## src/rtl/bwidth_pkg.sv

```systemverilog
package bwidth_pkg;

  typedef enum logic [1:0] {
    SZ_FULL = 2'b00,
    SZ_HALF = 2'b01,
    SZ_BYTE = 2'b10,
    SZ_MBOX = 2'b11
  } bw_size_e;

endpackage

```

## src/rtl/bwidth_mode.sv

```systemverilog
module bwidth_mode
  import bwidth_pkg::*;
(
  input  logic       clk,
  input  logic       rst_n,
  input  logic [1:0] size_sel,
  input  logic       big_end,
  output bw_size_e   sz,
  output logic       be,
  output logic       restart
);

  bw_size_e sz_q, sz_d, szp_q, szp_d;
  logic     be_q, be_d;

  always_comb begin
    sz_d  = bw_size_e'(size_sel);
    be_d  = big_end;
    szp_d = sz_q;
  end

  always_ff @(posedge clk or negedge rst_n) begin
    if (!rst_n) begin
      sz_q  <= SZ_FULL;
      szp_q <= SZ_FULL;
      be_q  <= 1'b0;
    end else begin
      sz_q  <= sz_d;
      szp_q <= szp_d;
      be_q  <= be_d;
    end
  end

  assign sz      = sz_q;
  assign be      = be_q;
  assign restart = (sz_q != szp_q);


  sel_sample_chk: assert property (@(posedge clk) disable iff (!rst_n)
    (rst_n && $past(rst_n)) |-> (sz_q == bw_size_e'($past(size_sel)) && be_q == $past(big_end)));

endmodule

```

## src/rtl/bwidth_lane_ctr.sv

```systemverilog
module bwidth_lane_ctr
  import bwidth_pkg::*;
#(
  parameter  int LANES = 4,
  localparam int LG    = $clog2(LANES)
) (
  input  logic          clk,
  input  logic          rst_n,
  input  bw_size_e      sz,
  input  logic          be,
  input  logic          restart,
  input  logic          stb,
  output logic          active,
  output logic          is_first,
  output logic          is_last,
  output logic [LG-1:0] pos,
  output logic [LG:0]   glog
);

  logic [LG-1:0] cnt_q, cnt_d, eff, last_idx;
  int            nlog;

  always_comb begin
    case (sz)
      SZ_HALF: nlog = 1;
      SZ_BYTE: nlog = LG;
      default: nlog = 0;
    endcase
    last_idx = LG'((1 << nlog) - 1);
    eff      = restart ? '0 : cnt_q;
    active   = stb && (sz != SZ_MBOX);
    is_first = (eff == '0);
    is_last  = (eff == last_idx);
    pos      = be ? (last_idx - eff) : eff;
    glog     = (LG+1)'(LG - nlog);
    cnt_d    = cnt_q;
    if (active)       cnt_d = is_last ? '0 : (eff + LG'(1));
    else if (restart) cnt_d = '0;
  end

  always_ff @(posedge clk or negedge rst_n) begin
    if (!rst_n) cnt_q <= '0;
    else        cnt_q <= cnt_d;
  end


  full_rest_chk: assert property (@(posedge clk) disable iff (!rst_n)
    (sz == SZ_FULL && !restart) |-> (cnt_q == '0));

endmodule

```

## src/rtl/bwidth_unpack.sv

```systemverilog
module bwidth_unpack #(
  parameter  int LANE_W = 9,
  parameter  int LANES  = 4,
  localparam int LG     = $clog2(LANES),
  localparam int WORD_W = LANE_W * LANES
) (
  input  logic              clk,
  input  logic              rst_n,
  input  logic              active,
  input  logic              is_first,
  input  logic              is_last,
  input  logic [LG-1:0]     pos,
  input  logic [LG:0]       glog,
  input  logic [WORD_W-1:0] fifo_rdata,
  output logic [WORD_W-1:0] rd_data,
  output logic              fifo_pop
);

  logic [WORD_W-1:0] hold_q, src, rd_d, rd_q;
  logic              hold_en, rd_en;

  assign src      = is_first ? fifo_rdata : hold_q;
  assign fifo_pop = active && is_first;
  assign hold_en  = active && is_first && !is_last;
  assign rd_en    = active;

  for (genvar b = 0; b < LANES; b++) begin : g_lane
    assign rd_d[b*LANE_W +: LANE_W] = (b < (1 << glog))
      ? src[((int'(pos) << glog) + b) * LANE_W +: LANE_W]
      : '0;
  end

  always_ff @(posedge clk or negedge rst_n) begin
    if (!rst_n)       hold_q <= '0;
    else if (hold_en) hold_q <= src;
  end

  always_ff @(posedge clk or negedge rst_n) begin
    if (!rst_n)     rd_q <= '0;
    else if (rd_en) rd_q <= rd_d;
  end

  assign rd_data = rd_q;


  rd_hold_chk: assert property (@(posedge clk) disable iff (!rst_n)
    !active |=> $stable(rd_q));

endmodule

```

## src/rtl/bwidth_pack.sv

```systemverilog
module bwidth_pack #(
  parameter  int LANE_W = 9,
  parameter  int LANES  = 4,
  localparam int LG     = $clog2(LANES),
  localparam int WORD_W = LANE_W * LANES
) (
  input  logic              clk,
  input  logic              rst_n,
  input  logic              active,
  input  logic              is_first,
  input  logic              is_last,
  input  logic [LG-1:0]     pos,
  input  logic [LG:0]       glog,
  input  logic [WORD_W-1:0] wr_data,
  output logic              fifo_push,
  output logic [WORD_W-1:0] fifo_wdata
);

  logic [WORD_W-1:0] acc_q, acc_d, base, merged, wd_q;
  logic              push_q, push_d, acc_en, wd_en;

  assign base = is_first ? '0 : acc_q;

  for (genvar b = 0; b < LANES; b++) begin : g_lane
    assign merged[b*LANE_W +: LANE_W] = ((b >> glog) == int'(pos))
      ? wr_data[(b & ((1 << glog) - 1)) * LANE_W +: LANE_W]
      : base[b*LANE_W +: LANE_W];
  end

  always_comb begin
    acc_en = active;
    acc_d  = is_last ? '0 : merged;
    wd_en  = active && is_last;
    push_d = active && is_last;
  end

  always_ff @(posedge clk or negedge rst_n) begin
    if (!rst_n)      acc_q <= '0;
    else if (acc_en) acc_q <= acc_d;
  end

  always_ff @(posedge clk or negedge rst_n) begin
    if (!rst_n)     wd_q <= '0;
    else if (wd_en) wd_q <= merged;
  end

  always_ff @(posedge clk or negedge rst_n) begin
    if (!rst_n) push_q <= 1'b0;
    else        push_q <= push_d;
  end

  assign fifo_push  = push_q;
  assign fifo_wdata = wd_q;


  no_early_push_chk: assert property (@(posedge clk) disable iff (!rst_n)
    (active && !is_last) |=> !push_q);

endmodule

```

## src/rtl/bwidth_port.sv

```systemverilog
module bwidth_port
  import bwidth_pkg::*;
#(
  parameter  int LANE_W = 9,
  parameter  int LANES  = 4,
  localparam int LG     = $clog2(LANES),
  localparam int WORD_W = LANE_W * LANES
) (
  input  logic              clk,
  input  logic              rst_n,
  input  logic [1:0]        size_sel,
  input  logic              big_end,
  input  logic              rd_stb,
  output logic [WORD_W-1:0] rd_data,
  output logic              fifo_pop,
  input  logic [WORD_W-1:0] fifo_rdata,
  input  logic              wr_stb,
  input  logic [WORD_W-1:0] wr_data,
  output logic              fifo_push,
  output logic [WORD_W-1:0] fifo_wdata
);

  bw_size_e      sz;
  logic          be, restart;
  logic          r_act, r_first, r_last, w_act, w_first, w_last;
  logic [LG-1:0] r_pos, w_pos;
  logic [LG:0]   r_glog, w_glog;

  bwidth_mode u_mode (
    .clk(clk), .rst_n(rst_n), .size_sel(size_sel), .big_end(big_end),
    .sz(sz), .be(be), .restart(restart)
  );

  bwidth_lane_ctr #(.LANES(LANES)) u_rctr (
    .clk(clk), .rst_n(rst_n), .sz(sz), .be(be), .restart(restart), .stb(rd_stb),
    .active(r_act), .is_first(r_first), .is_last(r_last), .pos(r_pos), .glog(r_glog)
  );

  bwidth_lane_ctr #(.LANES(LANES)) u_wctr (
    .clk(clk), .rst_n(rst_n), .sz(sz), .be(be), .restart(restart), .stb(wr_stb),
    .active(w_act), .is_first(w_first), .is_last(w_last), .pos(w_pos), .glog(w_glog)
  );

  bwidth_unpack #(.LANE_W(LANE_W), .LANES(LANES)) u_rd (
    .clk(clk), .rst_n(rst_n), .active(r_act), .is_first(r_first), .is_last(r_last),
    .pos(r_pos), .glog(r_glog), .fifo_rdata(fifo_rdata),
    .rd_data(rd_data), .fifo_pop(fifo_pop)
  );

  bwidth_pack #(.LANE_W(LANE_W), .LANES(LANES)) u_wr (
    .clk(clk), .rst_n(rst_n), .active(w_act), .is_first(w_first), .is_last(w_last),
    .pos(w_pos), .glog(w_glog), .wr_data(wr_data),
    .fifo_push(fifo_push), .fifo_wdata(fifo_wdata)
  );


  mbox_rd_chk: assert property (@(posedge clk) disable iff (!rst_n)
    (sz == SZ_MBOX) |-> !fifo_pop);


  mbox_wr_chk: assert property (@(posedge clk) disable iff (!rst_n)
    (sz == SZ_MBOX && wr_stb) |=> !fifo_push);


  restart_pop_chk: assert property (@(posedge clk) disable iff (!rst_n)
    (restart && rd_stb && sz != SZ_MBOX) |-> fifo_pop);

endmodule

```

## config.mk

```make
export PLATFORM = sky130hd
export DESIGN_NAME = bwidth_port
export DESIGN_NICKNAME = d
export VERILOG_FILES = /design/src/rtl/bwidth_pkg.sv /design/src/rtl/bwidth_mode.sv /design/src/rtl/bwidth_lane_ctr.sv /design/src/rtl/bwidth_unpack.sv /design/src/rtl/bwidth_pack.sv /design/src/rtl/bwidth_port.sv
export SDC_FILE = /design/constraint.sdc
export NUM_CORES = 1
export LEC_CHECK = 0
export BUFFER_PORTS_ARGS = -buffer_cell sky130_fd_sc_hd__buf_2
export CELL_PAD_IN_SITES_DETAIL_PLACEMENT = 1
export CELL_PAD_IN_SITES_GLOBAL_PLACEMENT = 1
export CORE_ASPECT_RATIO = 1.75
export CORE_MARGIN = 2
export CORE_UTILIZATION = 45
export CTS_BUF_LIST = sky130_fd_sc_hd__clkbuf_2
export CTS_CLUSTER_SIZE = 24
export DETAILED_ROUTE_END_ITERATION = 6
export GPL_ROUTABILITY_DRIVEN = 1
export GPL_TIMING_DRIVEN = 0
export PLACE_DENSITY = 0.84
export SLEW_MARGIN = 40
export SYNTH_ARGS = -nofsm -noshare
export SYNTH_HDL_FRONTEND = slang
export SYNTH_HIERARCHICAL = 1
export SYNTH_SLANG_ARGS = --single-unit
```

## constraint.sdc

```tcl
create_clock -name clk -period 16.34 [get_ports clk]
set_input_delay 3.268 -clock clk [delete_from_list [all_inputs] [get_ports clk]]
set_output_delay 3.268 -clock clk [all_outputs]
set_load 0.01 [all_outputs]
```

==> results of run 1 <==
final cells by class:
cell class / instances / share of cell area, %
timing repair buffer: 155 / 4.95
sequential: 154 / 23.0
tap: 405 / 3.02
clock buffer: 18 / 0.537
multi-input combinational: 1244 / 62.5
buffer: 132 / 3.70
inverter: 49 / 1.11
antenna: 7 / 0.104
clock inverter: 14 / 1.10
cell usage after synthesis, drive strengths merged (35+ instances only):
master,count,share of area (%)
clkbuf,72,1.8
buf,60,2.3
nor3,40,1.4
mux2,45,3.4
o21ai,52,1.8
a31oi,35,1.5
nor2,191,4.8
nand2,113,2.8
inv,47,1.2
ha,40,3.3
dfrtp,154,26
a21oi,50,1.7
mux2i,145,9.7
mux4,108,16
routing by layer:
metal  GRT usage, %  share of wire, %  vias to the layer above
met2           66.1                49                      861
met5              0             0.059                        -
met1           38.6                32                     7623
met3           10.7               7.9                      363
met4           36.9                11                        8
li1               -                 -                     6413
report_power, final:
part	switching [mW]	internal [mW]	total, mW
Sequential	0.0792	0.471	0.550
Clock	0.175	0.0910	0.266
Combinational	0.543	0.370	0.913
Total	0.797	0.932	1.73
critical path, delay by kind of cell, from the launching register on:
kind | cells | cell delay, ps
mux | 1 | 320
compound gates | 4 | 710
buf+inv | 8 | 2790
simple gates | 6 | 1570
xor+xnor | 6 | 1460
flops | 1 | 620
fa+ha+maj | 4 | 1500
cells in the final DEF, fill, tap and decap left out, types with 35 or more instances in the layout:
cell type    n
a21oi_1     47
a31oi_1     35
buf_2      189
clkbuf_1    68
dfrtp_1    154
ha_1        40
inv_1       40
mux2_2      45
mux2i_1    143
mux4_2     108
nand2_1    112
nor2_1     186
nor3_1      39
o21ai_0     39
cells by family after synthesis:
kind of cell | count (synthesis) | share of synthesized area (%)
and+or+nand+nor | 520 | 17.0
AOI/OAI and AO/OA | 354 | 17.3
muxes | 298 | 29.2
buffers and inverters | 181 | 5.32
DFF | 154 | 25.5
adders and majority gates | 44 | 3.85
xor gates and xnor gates | 27 | 1.82
other | 1 | 0.0248
flip-flops by register name, summed over array words and instances, names as in the netlist:
register	cells
u_mode/be	1
u_wr/fifo_wdata	36
u_wr/fifo_push	1
u_wr/acc_q	36
u_rd/rd_data	36
u_rd/hold_q	36
u_mode/sz	2
u_rctr/cnt_q	2
u_wctr/cnt_q	2
u_mode/szp_q	2
worst paths after layout:
path / slack [ps] / from / to
min in group asynchronous: 2200 / rst_n / u_rd/rd_data[34]
worst min register to register: 530 / u_rd/rd_data[17] / u_rd/rd_data[17]
worst max register to register: 7230 / u_mode/sz[1] / u_rd/rd_data[9]
worst max-delay path: 7230 / u_mode/sz[1] / u_rd/rd_data[9]
max in group asynchronous: 13110 / rst_n / u_rd/rd_data[26]
worst min-delay path: 530 / u_rd/rd_data[17] / u_rd/rd_data[17]
through the flow:
step | hold slack (ps) | instances | setup WS, ps | total power, mW | util (%)
after CTS | 535 | 2170 | 7720 | 1.70 | 50.7
after detailed placement | 478 | 2138 | 7730 | 1.44 | 49.8
final | 527 | 2178 | 7230 | 1.73 | 50.8
after global routing | 551 | 2172 | 6820 | 1.81 | 50.8
after floorplan | 449 | 1579 | 9170 | 1.11 | -
after global placement | 464 | 2136 | 7800 | 1.41 | 49.5
==> run_results.csv, run 1 <==
group,metric,value,unit
worst_setup_path,worst_r2r_path_depth,29,
timing,min_period,9110,ps
worst_setup_path,cp-end-kind,"register",
route,drt_wl_total,68.0,mm
route,dr.pass1.iters,5,
route,via_per_inst,7.01,
clocking,clock-sinks,154,
place,place_area,16500,sq um
final_layout,fillers,3854,
worst_setup_path,cpMostUsedCell,"ha_1",
timing,finalMaxSlewViolations,0,
clocking,hold_buffers,0,
global_routing,overflow,0,
global_routing,grt_pass1_wl,102,mm
worst_hold_path,holdCritPathClass,"reg -> reg",
global_routing,grt.total_usage,39.4,%
pwr,pwr_density_cell,103,nW/um^2
final_layout,nets,1876,
global_routing,antenna_found_initial,7,
worst_setup_path,cp_max_fo,10,
place,dpl.hpwl,53.4,mm
worst_setup_path,cp_slowest_stage_delay,650,ps
clocking,cts.root.buffer_cell,"clkbuf_2",
logic_synthesis,ys_types,98,
die,die-height,246,microns
die,die_x,142,microns
timing,max_slew_margin,36.4,%
worst_setup_path,critPathKind,"reg -> reg",
clocking,cts_tree,"built",
clocking,cts.htree.levels,4,
die,start_util,45.7,%
timing,period_share,55.7,%
logic_synthesis,syn_nets,1702,
logic_synthesis,ys_warn_count,6,
logic_synthesis,synth-edff-count,0,
timing,setup_viol,0,
clocking,cts_inserted_buffers,17,
clocking,clk-insertion-delay-late,890,ps
global_routing,first_global_vias,16400,
timing,rsz0062_at_grt,"false",
worst_setup_path,crit_slowest_cell,"ha_1",
final_layout,design_area,16800,sq um
route,vias,15300,
timing,tightest_slew,951,ps
final_layout,layout-drive-gt1-share,25.2,%
worst_setup_path,startpoint_type,"register",
place,routabilityCongestion,1.11,
route,postRouteAntennaNets,0,
die,num_rows,88,
die,io_pins,153,
pwr,p_leak,7.29,nW
clocking,clockBufferDepth,2,
timing,fin_tns_setup,0,ps
logic_synthesis,ys_seq_area_share,25.5,%
global_routing,grt_max_degree,76,
timing,final_hold_viol_count,0,
final_layout,areaGrowthSynthToFinish,11.2,%
logic_synthesis,syn_avg_cell_area,9.56,sq um
logic_synthesis,syn_inst,1579,
clocking,cts_resized,0,
timing,clock_skew,82.5,ps
worst_setup_path,cp.arrival,9850,ps
logic_synthesis,ys_ff_latch,154,
clocking,post_cts.repair.setup_buffers,0,
worst_hold_path,min_path_cells,2,
logic_synthesis,synth_ff_type,"dfrtp_1",
run,cap_violations,0,
logic_synthesis,ys_async_sr_fraction,100,%
worst_setup_path,crit_required,17090,ps
pwr,ir_drop,0.0000776,V
die,die_area,35100,sq um
route,drt_iter0_markers,1092,
timing,fmax,110,MHz
final_layout,seq_area,3850,sq um
die,core-area,33000,sq um
run_status,status,"finished clean",
route,wl_per_cell,31.2,microns
clocking,cts.clk_slew.worst_paths,260,ps
place,numPortBuffers,152,
final_layout,multi_input_area,10500,sq um
route,drc,0,
logic_synthesis,syn-cell-area,15100,sq um
Power figures use the tool's default switching activity.
==> inputs of run 2 (changes only) <==
==> constraint.sdc (replaced) <==
create_clock -name clk -period 9.1 [get_ports clk]
set_input_delay 1.82 -clock clk [delete_from_list [all_inputs] [get_ports clk]]
set_output_delay 1.82 -clock clk [all_outputs]
set_load 0.01 [all_outputs]
==> run 2 against run 1 <==
Die area is the same. Largest cell class unchanged. Worst setup slack lost 6700 ps. Critical path type unchanged. Largest power group unchanged. Sequential share of layout area is essentially flat. Final area is essentially flat.
==> run_results.csv, run 2 (synthesis gave the netlist of run 1 again) <==
group,metric,value,unit
run_status,status,"finished clean",
timing,tightest_slew,914,ps
timing,rsz0062_at_grt,"false",
clocking,clock-sinks,154,
route,postRouteAntennaNets,0,
worst_setup_path,worstSetupEndpoint,"u_rd/rd_data[9]",
global_routing,grt_max_degree,76,
route,drc,0,
clocking,cts_inserted_buffers,17,
place,routabilityCongestion,1.11,
global_routing,antenna_found_initial,7,
timing,fin_tns_setup,0,ps
clocking,post_cts.repair.setup_buffers,0,
worst_setup_path,startpoint_type,"register",
route,drt_wl_total,68.0,mm
die,die_area,35100,sq um
clocking,cts.root.buffer_cell,"clkbuf_2",
place,place_area,16500,sq um
worst_setup_path,crit_slowest_cell,"dfrtp_1",
timing,final_hold_viol_count,0,
global_routing,grt.total_usage,39.4,%
global_routing,overflow,0,
die,num_rows,88,
timing,finalMaxSlewViolations,0,
worst_setup_path,critPathKind,"reg -> reg",
timing,fmax,116,MHz
final_layout,areaGrowthSynthToFinish,11.2,%
clocking,cts.htree.levels,4,
worst_setup_path,worst_r2r_path_depth,28,
worst_hold_path,holdCritPathClass,"reg -> reg",
worst_setup_path,r2r_end,"u_rd/rd_data[9]",
final_layout,stdcell_count,2177,
clocking,clockBufferDepth,2,
timing,fin_ws,496,ps
worst_setup_path,cp_slowest_stage_delay,620,ps
place,dpl.hpwl,53.4,mm
worst_setup_path,r2r_slack,500,ps
worst_setup_path,r2r-start,"u_mode/sz[1]",
route,wl_per_cell,31.2,microns
timing,min_period,8600,ps
place,numPortBuffers,152,
die,die_x,142,microns
pwr,pwr_density_cell,185,nW/um^2
clocking,cts.clk_slew.worst_paths,260,ps
final_layout,layout-drive-gt1-share,25.3,%
route,drt_iter0_markers,1184,
die,die-height,246,microns
global_routing,first_global_vias,16400,
worst_setup_path,cp.arrival,9350,ps
die,core-area,33000,sq um
final_layout,nets,1875,
clocking,cts_tree,"built",
pwr,ir_drop,0.000140,V
timing,clock_skew,78.2,ps
die,io_pins,153,
global_routing,grt_pass1_wl,102,mm
worst_setup_path,startpoint,"u_mode/sz[1]",
place,placed_cells,2138,
final_layout,design_area,16800,sq um
timing,setup_viol,0,
clocking,clk-insertion-delay-late,890,ps
timing,max_slew_margin,38.8,%
final_layout,most-common-layout-cells,"buf_2 (189), nor2_1 (186), dfrtp_1 (154)",
pwr,p_leak,7.28,nW
worst_setup_path,cp_max_fo,15,
route,vias,15300,
worst_setup_path,cp-end-kind,"register",
final_layout,final_common_cell,"buf_2",
route,via_per_inst,7.02,
final_layout,post-route-util,50.8,%
timing,period_share,94.6,%
route,dr.pass1.iters,7,
worst_setup_path,crit_required,9850,ps
run,cap_violations,0,
place,dp_worst_setup_slack,486,ps
die,start_util,45.7,%
==> run 2: worst min path at each step <==
| stage | start | endpoint | slack [ps] | depth (start not counted) |
|---|---|---|---|---|
| after CTS | u_rd/rd_data[17] | u_rd/rd_data[17] | 530 | 2 |
| after global placement | u_rd/hold_q[35] | u_rd/hold_q[35] | 460 | 2 |
| after detailed placement | u_rd/rd_data[13] | u_rd/rd_data[13] | 480 | 1 |
| after global routing | u_rd/rd_data[13] | u_rd/rd_data[13] | 550 | 1 |
| final | u_rd/rd_data[17] | u_rd/rd_data[17] | 530 | 2 |
| after floorplan | u_rd/hold_q[35] | u_rd/hold_q[35] | 450 | 2 |
==> run 2: metrics by stage <==
| step | hold slack (ps) | power (mW) |
|---|---|---|
| floorplan | 449 | 2.00 |
| CTS | 535 | 3.06 |
| global route | 551 | 3.24 |
| global placement | 464 | 2.53 |
| detailed placement | 478 | 2.58 |
| finish | 526 | 3.11 |
==> run 2: what timing repair did <==
| item | 4_1_cts | 5_1_grt |
|---|---|---|
| hold buffers | 0 | 0 |
| resized for setup | 0 | 2 |
| setup endpoints to repair | 0 | 15 |
==> run 2: critical path, delay by kind of cell (launching register included) <==
| kind | cells | cell delay (ps) |
|---|---|---|
| buf+inv | 7 | 2470 |
| simple gates | 6 | 1570 |
| xor+xnor | 6 | 1400 |
| fa+ha+maj | 4 | 1350 |
| compound gates | 4 | 710 |
| flops | 1 | 620 |
| mux | 1 | 320 |
==> run 2: cell type report <==
type / instances / area [sq um]
antenna: 7 / 17.5
buffer: 131 / 618
clock buffer: 18 / 90.1
clock inverter: 14 / 185
fill: 3852 / 16200
inverter: 49 / 186
multi-input combinational: 1244 / 10500
sequential: 154 / 3850
tap: 405 / 507
timing repair buffer: 155 / 831
==> run 2: power breakdown <==
group | total, mW | internal, mW | switching [mW]
Combinational | 1.64 | 0.664 | 0.976
Sequential | 0.989 | 0.846 | 0.143
Clock | 0.476 | 0.163 | 0.313
==> run 2: layer usage <==
layer | vias to the layer above | GRT usage [%] | routed length [microns]
met4 | 8 | 36.9 | 7650
met1 | 7628 | 38.6 | 21800
li1 | 6409 | - | -
met3 | 367 | 10.7 | 5280
met5 | - | 0 | 41
met2 | 874 | 66.1 | 33300
